**src/rtl/jtag_ir_pkg.sv**
```systemverilog
package jtag_ir_pkg;
  localparam int IR_W = 6;
  localparam int ID_W = 32;

  localparam logic [IR_W-1:0] OP_EXTEST  = 6'b000000;
  localparam logic [IR_W-1:0] OP_SAMPLE  = 6'b000001;
  localparam logic [IR_W-1:0] OP_IDCODE  = 6'b000010;
  localparam logic [IR_W-1:0] OP_HIGHZ   = 6'b000011;
  localparam logic [IR_W-1:0] OP_ACTRAIN = 6'b111100;
  localparam logic [IR_W-1:0] OP_ACPULSE = 6'b111101;
  localparam logic [IR_W-1:0] OP_CLAMP   = 6'b111110;
  localparam logic [IR_W-1:0] OP_BYPASS  = 6'b111111;
  localparam logic [IR_W-1:0] IR_CAPTURE = 6'b101101;

  typedef enum logic [1:0] {
    DR_BYP = 2'd0,
    DR_ID  = 2'd1,
    DR_BSR = 2'd2
  } dr_sel_e;

  typedef struct packed {
    logic bsr_sel;
    logic pin_ctl;
    logic pin_hiz;
    logic ac_train;
    logic ac_pulse;
  } ir_mode_t;
endpackage

```
**src/rtl/jtag_ir_shift.sv**
```systemverilog
module jtag_ir_shift
  import jtag_ir_pkg::*;
(
  input  logic            tck,
  input  logic            tlr,
  input  logic            cap_ir,
  input  logic            shift_ir,
  input  logic            upd_ir,
  input  logic            tdi,
  output logic            ir_lsb,
  output logic [IR_W-1:0] ir_cur
);
  logic [IR_W-1:0] sh_q;

  always_ff @(posedge tck) begin
    if (tlr) begin
      sh_q   <= OP_IDCODE;
      ir_cur <= OP_IDCODE;
    end else begin
      if (cap_ir)        sh_q <= IR_CAPTURE;
      else if (shift_ir) sh_q <= {tdi, sh_q[IR_W-1:1]};
      if (upd_ir)        ir_cur <= sh_q;
    end
  end

  assign ir_lsb = sh_q[0];


  cap_pattern_chk: assert property (@(posedge tck) disable iff (tlr)
    cap_ir |=> sh_q == IR_CAPTURE);

  shift_in_chk: assert property (@(posedge tck) disable iff (tlr)
    (shift_ir && !cap_ir) |=> sh_q[IR_W-1] == $past(tdi));

  hold_stable_chk: assert property (@(posedge tck) disable iff (tlr)
    !upd_ir |=> $stable(ir_cur));

  reset_idcode_chk: assert property (@(posedge tck)
    tlr |=> ir_cur == OP_IDCODE);
endmodule

```
**src/rtl/jtag_ir_decode.sv**
```systemverilog
module jtag_ir_decode
  import jtag_ir_pkg::*;
(
  input  logic [IR_W-1:0] ir_cur,
  output dr_sel_e         dr_sel,
  output ir_mode_t        mode
);
  always_comb begin
    dr_sel = DR_BYP;
    mode   = '0;
    unique case (ir_cur)
      OP_EXTEST:  begin dr_sel = DR_BSR; mode.bsr_sel = 1'b1; mode.pin_ctl = 1'b1; end
      OP_SAMPLE:  begin dr_sel = DR_BSR; mode.bsr_sel = 1'b1; end
      OP_IDCODE:  dr_sel = DR_ID;
      OP_HIGHZ:   mode.pin_hiz = 1'b1;
      OP_ACTRAIN: begin dr_sel = DR_BSR; mode.bsr_sel = 1'b1; mode.pin_ctl = 1'b1;
                        mode.ac_train = 1'b1; end
      OP_ACPULSE: begin dr_sel = DR_BSR; mode.bsr_sel = 1'b1; mode.pin_ctl = 1'b1;
                        mode.ac_pulse = 1'b1; end
      OP_CLAMP:   mode.pin_ctl = 1'b1;
      default:    dr_sel = DR_BYP;
    endcase
  end


  always_comb begin
    drive_vs_hiz_chk: assert (!(mode.pin_ctl && mode.pin_hiz));
  end
endmodule

```
**src/rtl/jtag_dr_regs.sv**
```systemverilog
module jtag_dr_regs
  import jtag_ir_pkg::*;
#(
  parameter logic [3:0]  VERSION = 4'h2,
  parameter logic [15:0] PART    = 16'h5A3C,
  parameter logic [10:0] MFR     = 11'h1D7
) (
  input  logic    tck,
  input  logic    tlr,
  input  logic    cap_dr,
  input  logic    shift_dr,
  input  logic    tdi,
  input  dr_sel_e dr_sel,
  output logic    byp_out,
  output logic    id_out
);
  localparam logic [ID_W-1:0] ID_VALUE = {VERSION, PART, MFR, 1'b1};

  logic            byp_q;
  logic [ID_W-1:0] id_q;

  always_ff @(posedge tck) begin
    if (tlr) begin
      byp_q <= 1'b0;
      id_q  <= ID_VALUE;
    end else begin
      if (dr_sel == DR_BYP) begin
        if (cap_dr)        byp_q <= 1'b0;
        else if (shift_dr) byp_q <= tdi;
      end
      if (dr_sel == DR_ID) begin
        if (cap_dr)        id_q <= ID_VALUE;
        else if (shift_dr) id_q <= {tdi, id_q[ID_W-1:1]};
      end
    end
  end

  assign byp_out = byp_q;
  assign id_out  = id_q[0];


  byp_capture_chk: assert property (@(posedge tck) disable iff (tlr)
    (cap_dr && dr_sel == DR_BYP) |=> !byp_out);

  id_capture_chk: assert property (@(posedge tck) disable iff (tlr)
    (cap_dr && dr_sel == DR_ID) |=> id_out);
endmodule

```
**src/rtl/jtag_ir_ctl.sv**
```systemverilog
module jtag_ir_ctl
  import jtag_ir_pkg::*;
#(
  parameter logic [3:0]  VERSION = 4'h2,
  parameter logic [15:0] PART    = 16'h5A3C,
  parameter logic [10:0] MFR     = 11'h1D7
) (
  input  logic       tck,
  input  logic       tlr,
  input  logic       cap_ir,
  input  logic       shift_ir,
  input  logic       upd_ir,
  input  logic       cap_dr,
  input  logic       shift_dr,
  input  logic       tdi,
  input  logic       bsr_tdo,
  output logic       tdo,
  output logic [5:0] ir_cur,
  output logic       bsr_sel,
  output logic       pin_ctl,
  output logic       pin_hiz,
  output logic       ac_train,
  output logic       ac_pulse
);
  logic     ir_lsb, byp_out, id_out;
  dr_sel_e  dr_sel;
  ir_mode_t mode;

  jtag_ir_shift u_shift (
    .tck(tck), .tlr(tlr), .cap_ir(cap_ir), .shift_ir(shift_ir),
    .upd_ir(upd_ir), .tdi(tdi), .ir_lsb(ir_lsb), .ir_cur(ir_cur)
  );

  jtag_ir_decode u_dec (
    .ir_cur(ir_cur), .dr_sel(dr_sel), .mode(mode)
  );

  jtag_dr_regs #(.VERSION(VERSION), .PART(PART), .MFR(MFR)) u_dr (
    .tck(tck), .tlr(tlr), .cap_dr(cap_dr), .shift_dr(shift_dr),
    .tdi(tdi), .dr_sel(dr_sel), .byp_out(byp_out), .id_out(id_out)
  );

  always_comb begin
    if (shift_ir) tdo = ir_lsb;
    else begin
      unique case (dr_sel)
        DR_ID:   tdo = id_out;
        DR_BSR:  tdo = bsr_tdo;
        default: tdo = byp_out;
      endcase
    end
  end

  assign bsr_sel  = mode.bsr_sel;
  assign pin_ctl  = mode.pin_ctl;
  assign pin_hiz  = mode.pin_hiz;
  assign ac_train = mode.ac_train;
  assign ac_pulse = mode.ac_pulse;


  modes_hold_chk: assert property (@(posedge tck) disable iff (tlr)
    !upd_ir |=> $stable({bsr_sel, pin_ctl, pin_hiz, ac_train, ac_pulse}));

  ac_exclusive_chk: assert property (@(posedge tck) disable iff (tlr)
    !(ac_train && ac_pulse));
endmodule

```
**config.mk**
```make
export PLATFORM = sky130hd
export DESIGN_NAME = jtag_ir_ctl
export DESIGN_NICKNAME = d
export VERILOG_FILES = /design/src/rtl/jtag_ir_pkg.sv /design/src/rtl/jtag_ir_shift.sv /design/src/rtl/jtag_ir_decode.sv /design/src/rtl/jtag_dr_regs.sv /design/src/rtl/jtag_ir_ctl.sv
export SDC_FILE = /design/constraint.sdc
export NUM_CORES = 1
export LEC_CHECK = 0
export BUFFER_PORTS_ARGS = -buffer_cell sky130_fd_sc_hd__buf_2
export CELL_PAD_IN_SITES_DETAIL_PLACEMENT = 1
export CELL_PAD_IN_SITES_GLOBAL_PLACEMENT = 2
export CORE_MARGIN = 5
export CORE_UTILIZATION = 31
export DETAILED_ROUTE_END_ITERATION = 8
export PLACE_DENSITY = 0.7
export REMOVE_ABC_BUFFERS = 1
export SETUP_SLACK_MARGIN = 0.02
export SLEW_MARGIN = 20
export SYNTH_ARGS = -nofsm -noshare
export SYNTH_HDL_FRONTEND = slang
export SYNTH_SLANG_ARGS = --single-unit
export TNS_END_PERCENT = 50
```
**constraint.sdc**
```tcl
create_clock -name tck -period 1.9 [get_ports tck]
set_input_delay 0.38 -clock tck [delete_from_list [all_inputs] [get_ports tck]]
set_output_delay 0.38 -clock tck [all_outputs]
set_load 0.005 [all_outputs]
```
# Word level (Yosys, flattened, before mapping)
# Cells that the tools add are included.
[word_totals]
wordCells = 36
input_bits = 9
reg_bits = 45
output_inout_bits = 12
[classes]
n_eq_ne = 8
muxes = 14
n_reduce_logical = 9
[op_table]
columns = ["operator", "n"]
rows = [
  ["$mux 32", 2],
  ["$eq 6x6->1 const B", 3],
  ["$eq 6x2->1 const B", 2],
  ["$mux 6", 2],
  ["$mux 1", 8],
  ["$reduce_or 4->1", 2],
  ["$eq 6x1->1 const B", 1],
  ["$logic_not 6->1", 1],
  ["$pmux 2 s2", 1],
  ["$reduce_and 2->1", 2],
  ["$reduce_bool 2->1", 2],
  ["$eq 2x1->1 const B", 1],
  ["$eq 2x2->1 const B", 1],
  ["$logic_not 2->1", 1],
  ["$pmux 1 s2", 1],
  ["$reduce_or 2->1", 1],
]

# Depth between registers and ports, before layout
# Gate-level depths: netlist of run 1.
[depth]
depth_word = 6
ltp_mapped = 8
mapped_depth_nobuf = 7

# Modules after synthesis
# From an unflattened synthesis of run 1, not the netlist that was laid out.
[unflattened]
cells_unflattened = 217
hier_area_um2 = 2063.2
[modules_own_cells]
columns = ["module", "area_each_um2", "seq_area_each_um2", "instances", "cells_each"]
rows = [
  ["jtag_dr_regs", 1448.9, 660.6, 1, 156],
  ["jtag_ir_shift", 452.9, 240.2, 1, 40],
  ["jtag_ir_decode", 86.3, 0.0, 1, 12],
  ["jtag_ir_ctl", 75.1, 0.0, 1, 9],
]

# Least setup slack after synthesis of run 1
# No wires, ideal clock.
[synth_timing]
path_type = "flip-flop to output port"
from = "reg u_shift.ir_cur[5]"
to = "out tdo"
path_stages_with_launch = 7
arrival_time_ns = 1.694
t_required_ns = 1.520
path_buffers = 0
path_slack_ns = -0.174
cell_sequence = "dfxtp_1 or4_4 a21o_1 ha_1 nand2b_1 a221oi_1 nor3_1"
[synth_via]
elab_chain_cells = 6
elab_cells_between_ends = 11
classes_between = "eq/ne (6); mux (3); reduce/logical (2)"
[synth_lines]
columns = ["item", "line", "source"]
rows = [
  ["start, declared", "jtag_ir_shift.sv:11", "output logic [IR_W-1:0] ir_cur"],
  ["start signal, assigned", "jtag_ir_shift.sv:22", "if (upd_ir) ir_cur <= sh_q;"],
  ["$eq 6x1->1, or another cell as far along", "jtag_ir_decode.sv:11", "unique case (ir_cur)"],
  ["$reduce_or 4->1 (no source line)", "--", ""],
  ["$pmux 2 s2 (*)", "jtag_ir_decode.sv:11", ""],
  ["$eq 2x2->1 / $eq 2x1->1 (equally long branches)", "jtag_ir_ctl.sv:46", "unique case (dr_sel)"],
  ["$pmux 1 s2 (*)", "jtag_ir_ctl.sv:46", ""],
  ["$mux 1 (*)", "jtag_ir_ctl.sv:44", "if (shift_ir) tdo = ir_lsb;"],
  ["end, declared", "jtag_ir_ctl.sv:17", "output logic tdo,"],
]
# Mark *: on every way between the ends. The rest lies on a longest branch, timed or not.

# Final worst setup path of run 1
[layout_timing]
from = "reg u_shift.ir_cur[3]"
to = "out tdo"
# The elaborated chain is that of the path after synthesis.

==> results of run 1 <==
==> flip-flops by register name, summed over array words and instances (netlist names) <==
| signal | cells |
|---|---|
| u_dr.id_q | 32 |
| u_shift.sh_q | 6 |
| u_dr.byp_out | 1 |
| u_shift.ir_cur | 6 |
==> cell type report <==
cell class | instances | area, um^2 | share of cell area
well taps | 75 | 93.8 | 0.0369
clock buffers | 7 | 86.3 | 0.0340
inverters | 1 | 3.75 | 0.00148
multi-input cells | 150 | 961 | 0.378
clock inverters | 1 | 30.0 | 0.0118
repair buffers | 46 | 459 | 0.181
flip-flops and latches | 45 | 908 | 0.357
==> power groups by stage <==
stage	clock network [mW]	logic (mW)	registers (mW)
after floorplan	0	0.164	1.04
after global placement	0	0.333	1.04
after detailed placement	0	0.336	1.04
after CTS	0.776	0.499	1.02
after global routing	0.814	0.554	1.03
final	0.745	0.506	1.02
==> layout by cell type, fill, tap and decap left out, types with 3 or more instances in the layout <==
cell	Yosys	final
o21bai_1	18	18
clkbuf_8	0	6
nand2_1	17	17
a21oi_1	15	14
buf_6	0	7
mux2i_1	7	7
nor2b_1	7	7
a211oi_1	4	4
nor3_1	21	21
dfxtp_2	0	3
buf_4	1	12
dfxtp_1	45	41
nand3b_1	14	14
buf_2	7	19
buf_16	0	3
buf_12	0	4
nor2_1	28	27
==> metrics by stage <==
stage / utilization / power [mW] / cell area [um^2] / hold slack [ns]
5_1_grt: 0.432 / 2.40 / 2540 / 0.341
3_5_place_dp: 0.365 / 1.38 / 2150 / 0.444
2_1_floorplan: - / 1.20 / 1800 / 0.426
3_3_place_gp: 0.365 / 1.37 / 2150 / 0.440
6_report: 0.432 / 2.27 / 2540 / 0.342
4_1_cts: 0.427 / 2.30 / 2510 / 0.329
==> cell families after synthesis <==
logic type | after synthesis | synth area share
AOI/OAI and AO/OA | 46 | 0.166
adders and majority gates | 3 | 0.0201
buffers and inverters | 18 | 0.0428
DFF | 45 | 0.481
muxes | 7 | 0.0374
and+or+nand+nor | 94 | 0.253
==> synthesized netlist by cell type <==
master | n | share of area
buf_2 | 7 | 0.019
a32oi_1 | 1 | 0.0047
buf_4 | 1 | 0.0040
o21ai_2 | 1 | 0.0047
a211oi_1 | 4 | 0.016
nand3b_1 | 14 | 0.056
inv_2 | 1 | 0.0020
nand4_1 | 1 | 0.0033
or4_4 | 1 | 0.0060
ha_1 | 3 | 0.020
mux2i_1 | 7 | 0.037
nor4_1 | 1 | 0.0033
o21a_1 | 1 | 0.0040
o31ai_1 | 1 | 0.0040
nor2_1 | 28 | 0.056
a21o_1 | 2 | 0.0080
a211o_1 | 1 | 0.0047
o21ai_0 | 1 | 0.0027
or2_2 | 1 | 0.0033
nor2b_1 | 7 | 0.023
nand2b_1 | 1 | 0.0033
nand2_1 | 17 | 0.034
a21oi_1 | 15 | 0.040
o21bai_1 | 18 | 0.072
dfxtp_1 | 45 | 0.48
and3_1 | 1 | 0.0033
nor3_1 | 21 | 0.056
clkbuf_1 | 9 | 0.018
a221oi_1 | 1 | 0.0047
nor3b_1 | 1 | 0.0040
==> timing repair <==
item	CTS	global route
hold buffers	0	0
pin swaps	4	1
resized for setup	22	6
cloned	4	0
buffers inserted	5	1
setup endpoints to repair	35	37
==> path summary, 6_finish.rpt <==
check	from	to	slack, ns	cells after the start
worst max-delay path	u_shift.ir_cur[3]$_SDFFE_PP0P_	tdo	-0.59	7
worst min-delay path	cap_ir	u_shift.sh_q[4]$_SDFFE_PP0P_	0.34	2
worst max register to register	u_shift.ir_cur[3]$_SDFFE_PP0P_	u_dr.id_q[16]$_SDFFE_PP1P_	-0.31	8
worst min register to register	u_dr.id_q[22]$_SDFFE_PP0P_	u_dr.id_q[22]$_SDFFE_PP0P_	0.46	2
==> per-layer routing <==
| layer | up-vias | global-route usage | routed length (um) |
|---|---|---|---|
| met5 | - | 0 | 0 |
| met4 | 0 | 0.0418 | 50 |
| met3 | 5 | 0.0320 | 113 |
| met2 | 16 | 0.243 | 2360 |
| met1 | 785 | 0.159 | 2160 |
| li1 | 812 | - | - |
==> worst register-to-register path, stage by stage, from the launching register on <==
cell,delay (ns)
dfxtp_2,0.35
or4_4,0.55
a21o_4,0.24
ha_2,0.20
buf_4,0.14
o21a_4,0.13
bufbuf_16,0.28
nor2_1,0.10
o21bai_1,0.10
==> results.yml, run 1 <==
critical_path:
  cp.buffers_inverters: 1
  crit_family: "simple AND/OR/NAND/NOR gates"
  critical_path_class: "reg -> out"
  cp-start-kind: "flop"
  cp_slowest_cell: "or4_4"
  critPathCaptureType: "output port"
  critPathMaxStageDelay_ns: 0.55
  crit_chain: "or4_4 > a21o_4 > ha_4 > nand2b_1 > a221oi_2 > nor3_1 > buf_2"
  cp_max_fo: 3
  required_ns: 1.52
  crit_arrival_ns: 2.11
die:
  core_mm2: 0.00589
  die_h_um: 87.7
  io_pins: 21
  dieWidth_um: 87.7
  rows: 28
  die_area_mm2: 0.00769
  start_util: 0.318
grt:
  grt_start_max_net_pins: 46
  antenna_found_initial: 0
  grt_overflow_total: 0
  grtUsageTotal: 0.136
  grt_pass1_vias: 1709
  grt_pass1_wl_um: 8160
pwr:
  peakVddDrop_uv: 383
  power_frac_clock: 0.328
  p_comb_frac: 0.223
  power_frac_seq: 0.450
  p_per_area_mw_per_mm2: 895
  swShare: 0.251
  power_switching_uw: 571
  p_int_mw: 1.70
  leakage_nw: 1.07
cts:
  tritoncts: "built"
  htree_levels: 2
  clkTransAtPathRegs_ns: 0.08
  numClockSinks: 45
  clk_latency_ns: 0.29
  cts_inserted_buffers: 5
  cts_root_buf: "clkbuf_8"
  clock_path_buffers: 2
logic_synthesis:
  ys_seq_area_frac: 0.481
  synth-seq-cells: 45
  yosysWarnings: 0
  synth_cell_types: 30
  syn_area_mm2: 0.00187
  avgSynthCellArea_um2: 8.79
  synthCells: 213
drt:
  initialDrtViolationCount: 47
  via_per_inst: 4.98
  vias: 1618
  drtAntennaViolNets: 0
  drc: 0
  wl_per_cell_um: 14.4
  wl_um: 4690
  dr.pass1.iters: 4
sta:
  setup_viol: 35
  slew_violations: 0
  fin_tns_setup_ns: -7.73
  fmax_mhz: 401
  finClkSkew_ns: 0.00335
  hold_viol: 0
  fin_crit_ns: 2.49
  post-route-period-util: 1.31
  fin_ws_ns: -0.593
  rsz0062_at_grt: "true"
  tightest_slew_ns: 0.458
  slew_headroom: 0.695
outcome:
  status: "finished with violations"
  violations: "setup timing"
worst_hold_path:
  hold_path.class: "in -> reg"
finish:
  area_delta_synth_final_pct: 35.8
  nFillCells: 702
  antenna_cells: 0
  layout.cells.non_filler: 325
  nets: 261
  drive_above_1_share: 0.280
run:
  max-cap-violations: 0
place:
  dpl.hpwl_um: 2730
  gp_congestion: 0.717
  io_buffers: 20
  pre_cts_ws_ns: -0.383
  dpl.cell_count: 307
No activity file was read; power rests on OpenSTA's default activity.
==> inputs of run 2 (changes only) <==
Settings changed: CORE_UTILIZATION 31 to 35, PLACE_DENSITY 0.7 to 0.75.
Clock period 1.9 ns to 2.8 ns, I/O delays scaled along.
==> run 2 against run 1 <==
Via count down 5.3%; wire length down 9.3%; highest routed layer unchanged; clock-buffer cell count down 1; global-route usage down 1.0 points; the run now ends clean; non-clock buffer count down 22; flip-flop and latch count unchanged; register-to-register slack better by 1.0 ns; worst hold slack better by 0.12 ns; worst setup slack better by 0.63 ns.
==> results.yml, run 2 (synthesized netlist as in run 1, its figures left out) <==
drt:
  initialDrtViolationCount: 72
  via_per_inst: 5.14
  vias: 1532
  wl_um: 4250
  wl_per_cell_um: 14.3
  drc: 0
  dr.pass1.iters: 4
  drtAntennaViolNets: 0
pwr:
  p_int_uw: 932
  power_frac_seq: 0.541
  p_comb_frac: 0.161
  power_switching_uw: 356
  power_frac_clock: 0.297
  swShare: 0.276
  leakage_nw: 0.884
  peakVddDrop_uv: 361
  p_per_area_mw_per_mm2: 595
worst_hold_path:
  hold_path.class: "reg -> reg"
grt:
  grt_pass1_wl_um: 7220
  antenna_found_initial: 0
  grt_start_max_net_pins: 46
  grt_overflow_total: 0
  grt_pass1_vias: 1501
  grtUsageTotal: 0.126
critical_path:
  crit_arrival_ns: 2.20
  cp-start-kind: "flop"
  critPathMaxStageDelay_ns: 0.54
  crit_family: "simple AND/OR/NAND/NOR gates"
  critical_path_class: "reg -> out"
  cp_slowest_cell: "or4_4"
  required_ns: 2.24
  critPathCaptureType: "output port"
  cp_max_fo: 5
  crit_chain: "or4_4 > a21o_1 > ha_4 > nand2b_4 > a221oi_4 > nor3_2 > buf_2"
  cp.buffers_inverters: 1
die:
  core_mm2: 0.00514
  die_area_mm2: 0.00691
  dieWidth_um: 83.1
  io_pins: 21
  start_util: 0.364
  rows: 26
  die_h_um: 83.1
place:
  gp_congestion: 0.768
  placed_cell_area_mm2: 0.00201
  io_buffers: 20
  dpl.hpwl_um: 2780
finish:
  layout_commonest_cell: "dfxtp_1"
  nets: 239
  regMostFlops: "u_dr.id_q"
  largest_reg_flops: 32
  area_delta_synth_final_pct: 15.6
  antenna_cells: 0
  reg_top3: "u_dr.id_q: 32 flops, u_shift.ir_cur: 6 flops, u_shift.sh_q: 6 flops"
  final_core_util: 0.421
  final_cell_mix: "dfxtp_1, nor2_1, nor3_1, buf_2, o21bai_1"
  drive_above_1_share: 0.193
  design_area_mm2: 0.00216
sta:
  slew_headroom: 0.500
  setup_viol: 0
  post-route-period-util: 0.986
  finClkSkew_ns: 0.00230
  hold_viol: 0
  slew_violations: 0
  tightest_slew_ns: 0.750
  hold_slack_ns: 0.458
  fmax_mhz: 362
  rsz0062_at_grt: "true"
  fin_crit_ns: 2.76
cts:
  htree_levels: 2
  clkTransAtPathRegs_ns: 0.08
  cts_root_buf: "clkbuf_8"
  clock_path_buffers: 2
  numClockSinks: 45
  tritoncts: "built"
  clk_latency_ns: 0.29
  cts_inserted_buffers: 5
run:
  max-cap-violations: 0
outcome:
  status: "completed"
## run 2: cell types whose count changed in the layout (fill, tap and decap cells not counted), moves of 2 or more
cell,change
buf_12,-4
buf_16,-3
buf_4,-8
buf_6,-7
clkinv_2,+2
dfxtp_1,+2
dfxtp_2,-2
## run 2: layout make-up
type,instances,area [um^2]
Clock inverter,2,10.0
Fill cell,638,2980
Tap cell,70,87.6
Timing Repair Buffer,24,130
Multi-Input combinational cell,150,953
Inverter,1,3.75
Clock buffer,6,72.6
Sequential cell,45,906
## run 2: worst min-delay path, delay by kind of cell (launching register included)
kind	cells	cell delay, ns
AO/OA/AOI/OAI	1	0.05
AND/OR/NAND/NOR	1	0.05
flip-flops	1	0.31
## run 2: power groups by stage
stage	Combinational, mW	Sequential [mW]	Clock, mW
after global placement	0.175	0.709	0
after global routing	0.233	0.703	0.429
after CTS	0.189	0.697	0.402
after detailed placement	0.185	0.712	0
final	0.208	0.697	0.383
after floorplan	0.111	0.706	0
## run 2: worst paths after layout
kind / from / end / slack (ns) / cells past startpoint
max: u_shift.ir_cur[2]$_SDFFE_PP0P_ / tdo / 0.04 / 7
min: u_dr.id_q[13]$_SDFFE_PP0P_ / u_dr.id_q[13]$_SDFFE_PP0P_ / 0.46 / 2
max reg2reg: u_shift.ir_cur[2]$_SDFFE_PP0P_ / u_dr.id_q[2]$_SDFFE_PP1P_ / 0.69 / 7
min reg2reg: u_dr.id_q[13]$_SDFFE_PP0P_ / u_dr.id_q[13]$_SDFFE_PP0P_ / 0.46 / 2
## run 2: metrics by stage
stage          cells  worst slack, ns  TNS [ns]  power [mW]
2_1_floorplan    196            0.546         0       0.817
3_3_place_gp     289            0.385         0       0.883
3_5_place_dp     289            0.243         0       0.897
4_1_cts          297           0.0331         0        1.29
5_1_grt          298          -0.0513   -0.0513        1.36
6_report         298           0.0399         0        1.29
## run 2: per-layer routing
metal,vias to the layer above,wire (um),GRT usage
met5,-,0,0
met4,0,52,0.0386
met3,5,99,0.0376
met2,9,2170,0.210
met1,758,1930,0.155
li1,760,-,-
## run 2: timing repair
action	CTS	global route
pin swaps	0	4
setup endpoints to repair	1	1
gates resized for setup	2	10
hold buffers	0	0
buffers inserted	0	1
==> inputs of run 3 (changes only) <==
Settings changed: CORE_ASPECT_RATIO set to 1.75.
==> run 3 against run 2 <==
Register-to-register slack better by 0.02 ns; worst hold slack got worse by 0.0023 ns; global-route usage grew 0.73 points; non-clock buffer count grew 1; design area is 1.2% higher; wire length grew 4.7%; sequential power is essentially flat; critical endpoint unchanged; largest cell class unchanged.
==> results.yml, run 3 (synthesized netlist as in run 1, its figures left out) <==
drt:
  drtAntennaViolNets: 0
  drc: 0
  via_per_inst: 5.46
  vias: 1550
  wl_per_cell_um: 15.7
  wl_um: 4450
  dr.pass1.iters: 2
  initialDrtViolationCount: 42
die:
  rows: 35
  core_mm2: 0.00526
  die_h_um: 107
  die_area_mm2: 0.00697
  dieWidth_um: 65.3
  start_util: 0.356
  io_pins: 21
worst_hold_path:
  whs_path_depth: 2
  hold_path.class: "reg -> reg"
  hp-start: "u_dr.id_q[18]$_SDFFE_PP0P_"
  min_to: "u_dr.id_q[18]$_SDFFE_PP0P_"
cts:
  clock_path_buffers: 2
  cts_inserted_buffers: 5
  tritoncts: "built"
  htree_levels: 2
  numClockSinks: 45
  ctsHoldBuffers: 0
  clk_latency_ns: 0.29
  cts_root_buf: "clkbuf_8"
  clkTransAtPathRegs_ns: 0.08
sta:
  fmax_mhz: 365
  fin_tns_setup_ns: 0
  post-route-period-util: 0.979
  fin_crit_ns: 2.74
  hold_viol: 0
  rsz0062_at_grt: "true"
  finClkSkew_ns: 0.00590
  slew_headroom: 0.515
  tightest_slew_ns: 0.728
  fin_ws_ns: 0.0575
  setup_viol: 0
  slew_violations: 0
  hold_slack_ns: 0.456
critical_path:
  cp_slowest_cell: "or4_4"
  critPathCaptureType: "output port"
  critPathMaxStageDelay_ns: 0.53
  r2r_end: "u_dr.id_q[5]$_SDFFE_PP1P_"
  worst-r2r-setup-slack_ns: 0.71
  r2r-start: "u_shift.ir_cur[2]$_SDFFE_PP0P_"
  crit_arrival_ns: 2.18
  crit_chain: "or4_4 > a21o_1 > ha_4 > nand2b_4 > a221oi_2 > nor3_1 > buf_2"
  r2r.worst_path.cells: 7
  required_ns: 2.24
  cp-start-kind: "flop"
  cp_max_fo: 5
  critical_path_class: "reg -> out"
finish:
  area_delta_synth_final_pct: 16.9
  regMostFlops: "u_dr.id_q"
  layout_commonest_cell: "dfxtp_1"
  design_area_mm2: 0.00219
  final_cell_mix: "dfxtp_1, nor2_1, nor3_1"
  final_core_util: 0.416
  layout.cells.non_filler: 284
  nets: 240
  largest_reg_flops: 32
  multi_input_area_um2: 947
  reg_top3: "u_dr.id_q: 32 flops, u_shift.ir_cur: 6 flops, u_shift.sh_q: 6 flops"
  nFillCells: 645
  antenna_cells: 0
  seqCellArea_um2: 908
  drive_above_1_share: 0.197
place:
  dpl.cell_count: 274
  io_buffers: 20
  gp_congestion: 0.782
  dpl.hpwl_um: 2960
  placed_cell_area_mm2: 0.00199
  pre_cts_ws_ns: 0.321
pwr:
  total_power_mw: 1.41
  p_per_area_mw_per_mm2: 646
  leakage_nw: 0.900
  peakVddDrop_uv: 267
grt:
  grt_start_max_net_pins: 46
  grt_pass1_vias: 1596
  antenna_found_initial: 0
  grt_overflow_total: 0
  grt_pass1_wl_um: 7220
  grtUsageTotal: 0.133
outcome:
  status: "completed"
run:
  max-cap-violations: 0
run 3: final cells by class:
cell class / instances / share of cell area
Sequential cell: 45 / 0.415
Timing Repair Buffer: 25 / 0.0629
Inverter: 1 / 0.00286
Tap cell: 55 / 0.0314
Clock buffer: 6 / 0.0377
Multi-Input combinational cell: 150 / 0.433
Clock inverter: 2 / 0.0172
run 3: worst max path at each step:
stage                                   start  endpoint  slack, ns  cells past startpoint
3_3_place_gp   u_shift.ir_cur[2]$_SDFFE_PP0P_       tdo       0.36                      8
4_1_cts        u_shift.ir_cur[5]$_SDFFE_PP0P_       tdo       0.02                      7
5_1_grt        u_shift.ir_cur[2]$_SDFFE_PP0P_       tdo      -0.05                      7
6_report       u_shift.ir_cur[2]$_SDFFE_PP0P_       tdo       0.06                      7
2_1_floorplan  u_shift.ir_cur[5]$_SDFFE_PP0P_       tdo       0.55                      6
3_5_place_dp   u_shift.ir_cur[5]$_SDFFE_PP0P_       tdo       0.32                      8
run 3: repair_timing:
item,4_1_cts,5_1_grt
setup buffers,0,2
endpoints found under the setup margin,1,1
resized for setup,3,10
pin swaps,0,4
run 3: critical path: cells and delay by family (launching register included):
kind	cells	cell delay, ns
AO/OA/AOI/OAI	2	0.43
flip-flops	1	0.37
AND/OR/NAND/NOR	3	0.65
adder cells (fa/ha/maj)	1	0.30
buffers and inverters	1	0.13
run 3: where the power goes:
group	switching [mW]	internal (mW)	total, mW
clock network	0.218	0.290	0.508
logic	0.120	0.0864	0.206
registers	0.0270	0.672	0.699
run 3: per-layer routing:
metal | routed length (um) | up-vias | track usage | share of wire
li1 | - | 762 | - | -
met3 | 139 | 8 | 0.0273 | 0.031
met5 | 0 | - | 0 | 0
met1 | 1750 | 750 | 0.145 | 0.39
met2 | 2440 | 30 | 0.239 | 0.55
met4 | 121 | 0 | 0.0608 | 0.027
